**src/rtl/slave_bus_requester.sv**
```systemverilog
module slave_bus_requester #(
  parameter int GNT_QUAL = 2
) (
  input  logic clk,
  input  logic rst_n,
  input  logic acc_req,
  input  logic dram_acc,
  input  logic bgnt_n,
  input  logic cyc_done,
  input  logic pchg_done,
  input  logic refresh_en,
  output logic breq_n,
  output logic addr_oe,
  output logic ctl_oe,
  output logic ctl_hold_neg,
  output logic cyc_start,
  output logic rfsh_req
);

  localparam int CW = $clog2(GNT_QUAL + 1);

  typedef enum logic [2:0] {
    S_IDLE, S_REQ, S_DRIVE, S_START, S_BUSY, S_PCHG, S_REL
  } st_t;

  st_t st, st_nx;
  logic [CW-1:0] qcnt, qcnt_nx;
  logic dram_q;

  wire gnt_last = !bgnt_n && (qcnt == CW'(GNT_QUAL - 1));

  always_comb begin
    st_nx = st;
    qcnt_nx = '0;
    case (st)
      S_IDLE:  if (acc_req) st_nx = S_REQ;
      S_REQ: begin
        if (gnt_last) st_nx = S_DRIVE;
        else if (!bgnt_n) qcnt_nx = qcnt + 1'b1;
      end
      S_DRIVE: st_nx = S_START;
      S_START: st_nx = S_BUSY;
      S_BUSY:  if (cyc_done) st_nx = dram_q ? S_PCHG : S_REL;
      S_PCHG:  if (pchg_done) st_nx = S_REL;
      S_REL:   st_nx = S_IDLE;
      default: st_nx = S_IDLE;
    endcase
  end

  always_ff @(posedge clk or negedge rst_n) begin
    if (!rst_n) begin
      st <= S_IDLE;
      qcnt <= '0;
      dram_q <= 1'b0;
    end else begin
      st <= st_nx;
      qcnt <= qcnt_nx;
      if (st == S_IDLE && acc_req) dram_q <= dram_acc;
    end
  end

  assign breq_n       = (st == S_IDLE) || (st == S_REL);
  assign addr_oe      = (st != S_IDLE) && (st != S_REQ);
  assign ctl_oe       = addr_oe;
  assign ctl_hold_neg = (st == S_DRIVE) || (st == S_REL);
  assign cyc_start    = (st == S_START);
  assign rfsh_req     = refresh_en & 1'b0;

endmodule

```
**config.mk**
```make
export PLATFORM = sky130hd
export DESIGN_NAME = slave_bus_requester
export DESIGN_NICKNAME = d
export VERILOG_FILES = /design/src/rtl/slave_bus_requester.sv
export SDC_FILE = /design/constraint.sdc
export NUM_CORES = 1
export LEC_CHECK = 0
export ABC_AREA = 1
export CAP_MARGIN = 20
export CORE_AREA = 10 10 47 49
export CTS_CLUSTER_DIAMETER = 150
export DETAILED_ROUTE_END_ITERATION = 10
export DIE_AREA = 0 0 57 59
export GPL_TIMING_DRIVEN = 0
export PLACE_DENSITY = 0.64
export SETUP_SLACK_MARGIN = 0.02
export SKIP_CTS_REPAIR_TIMING = 1
export SYNTH_ARGS = -nofsm -noshare
export SYNTH_HDL_FRONTEND = slang
export SYNTH_SLANG_ARGS = --single-unit
export TNS_END_PERCENT = 20
```
**constraint.sdc**
```tcl
create_clock -name clk -period 2.3 [get_ports clk]
set_input_delay 0.23 -clock clk [delete_from_list [all_inputs] [get_ports clk]]
set_output_delay 0.23 -clock clk [all_outputs]
set_load 0.01 [all_outputs]
```
==> results.toml <==
[global_routing]
grt_usage_pct = 5.35
grt_pass1_vias = 327
grt_start_max_net_pins = 7
antenna_found_initial = 0
grt_pass1_wl_um = 1410
grt_overflow = 0

[yosys]
synthTopCellsByCount = "15 x nand2_1, 6 x dfrtp_1, 6 x inv_1, 5 x o21ai_0, 3 x inv_2"
syn_area_um2 = 385
yosys.area.top_type_share_pct = 39.0
yosys.area.top_type = "dfrtp_1"
synth-seq-area-share_pct = 39.0
synthArstFlopShare_pct = 100
netlist_instances = 52
ys.warnings.count = 0
synth_fp_nets = 61
synth_edf_count = 0
synth-main-ff-cell = "dfrtp_1"
yosysUniqueCellTypes = 17
synth-seq-cells = 6
synth_area_leaders = "dfrtp_1 39%, nand2_1 15%, o21ai_0 6.5%"
avgSynthCellArea_um2 = 7.41
synth_most_common_cell = "nand2_1"

[floorplanning]
die-area_um2 = 3360
dieWidth_um = 57
start_util_pct = 27.5
rows = 14
core_region_area_um2 = 1400
io_pins = 14
floorplan.die.height_um = 59

[layout]
drive_gt1_share_pct = 21.2
area_delta_synth_final_pct = 39.6
layout.nets = 77
final_util_pct = 38.4
insertedDiodeCount = 0

[critical_path]
startpoint_type = "register"
startpoint = "st[1]"
crit_fanout = 5
end_kind = "output port"
timing.rr.start = "qcnt[0]"
crit_required_ns = 2.07
cp.arrival_ns = 1.56
rrSetupSlack_ns = 1.20
crit_type = "reg -> out"

[timing]
setup_violations = 0
finClkSkew_ns = 0.00177
worst_slack_ns = 0.510
rsz0062_at_grt = "no"
final_hold_viol_count = 0
slew_viol_final = 0
period_share_pct = 77.8
setup_tns_ns = 0
fin_crit_ns = 1.79
fmax_ghz = 0.559

[drt]
drt-wirelength-per-cell_um = 9.57
route.antenna.remaining_nets = 0
dr.first_iter.drc_count = 8
totalWireLength_um = 785
first_pass_iters = 4
vias_per_cell = 4.22
dr_total_vias = 346
route.detailed.drc = 0

[worst_hold_path]
hold_path.class = "in -> async"

[clock_tree]
path_clk_slew_ns = 0.05
cts_max_path_buffers = 2
clock-sinks = 6
cts_buffers = 3
root_buffer = "clkbuf_4"
htreeDepth = 1
cts_tree = "yes"
clk_latency_ns = 0.24

[placed_design]
gp_congestion = 0.765
port_buffers = 11
place_ws_ns = 0.757
dp_hpwl_um = 632

[run]
maxCapViolations = 0

[power]
p_per_area_nw_per_um2 = 1300
ir_worst_vdd_v = 0.000471
p_leak_nw = 0.265

[outcome]
status = "completed"
## state kept, by name (all words and copies together), names as in the netlist
signal	flops
qcnt	2
st	3
dram_q	1
## worst max-delay path, stage by stage, from the launching register on
cell             delay, ns
dfrtp_1               0.45
inv_1                 0.10
nand2_1               0.08
and3_2                0.16
clkdlybuf4s50_1       0.53
## cell usage in the layout (no fill, tap or decap), drive strengths merged
cell	n
o21ai	5
and3	1
o21a	1
nor3	2
clkbuf	3
nand3	3
nand3b	1
nor2	5
ha	1
inv	9
nand2	15
clkdlybuf4s50	11
buf	2
conb	1
dfrtp	6
## metrics by stage
stage | cells | area, um2 | hold WS (ns) | power [mW]
finish | 82 | 538 | 0.224 | 0.698
global route | 82 | 538 | 0.244 | 0.770
CTS | 82 | 538 | 0.229 | 0.705
detailed placement | 79 | 515 | 0.439 | 0.605
global placement | 79 | 515 | 0.434 | 0.602
floorplan | 52 | 385 | -0.0656 | 0.452
## final cells by class
class                   instances  area [um2]
repair buffers                 11         110
clock buffers                   3        22.5
flip-flops and latches          6         150
multi-input cells              35         186
fillers                       156         863
inverters                       9        33.8
well taps                      16        20.0
plain buffers                   2        15.0
## metal layers
layer  part of all wire, %  vias up  routed length, um  global-route usage (%)
li1                      -      187                  -                       -
met3                   7.3        4                 57                    2.15
met5                     0        -                  0                       0
met4                   4.6        0                 36                    6.04
met2                    43       12                334                    7.29
met1                    46      143                358                    5.82
## kinds of logic after synthesis
group / share of synthesized area [%]
AOI/OAI and AO/OA: 8.44
adders and majority gates: 3.25
buffers and inverters: 12.7
DFF: 39.0
other: 0.973
and+or+nand+nor: 35.7
## path summary, 6_finish.rpt
kind	to	cells past startpoint
worst max register to register	st[1]	7
max in group asynchronous	st[0]	1
worst min-delay path	qcnt[1]	1
worst min register to register	qcnt[0]	1
min in group clk	qcnt[0]	1
worst max-delay path	breq_n	4
## report_power, final
group	switching, mW	internal, mW
Sequential	0.0513	0.147
Combinational	0.205	0.198
Clock	0.0379	0.0590
Total	0.294	0.404
No activity file was read; power rests on OpenSTA's default activity.
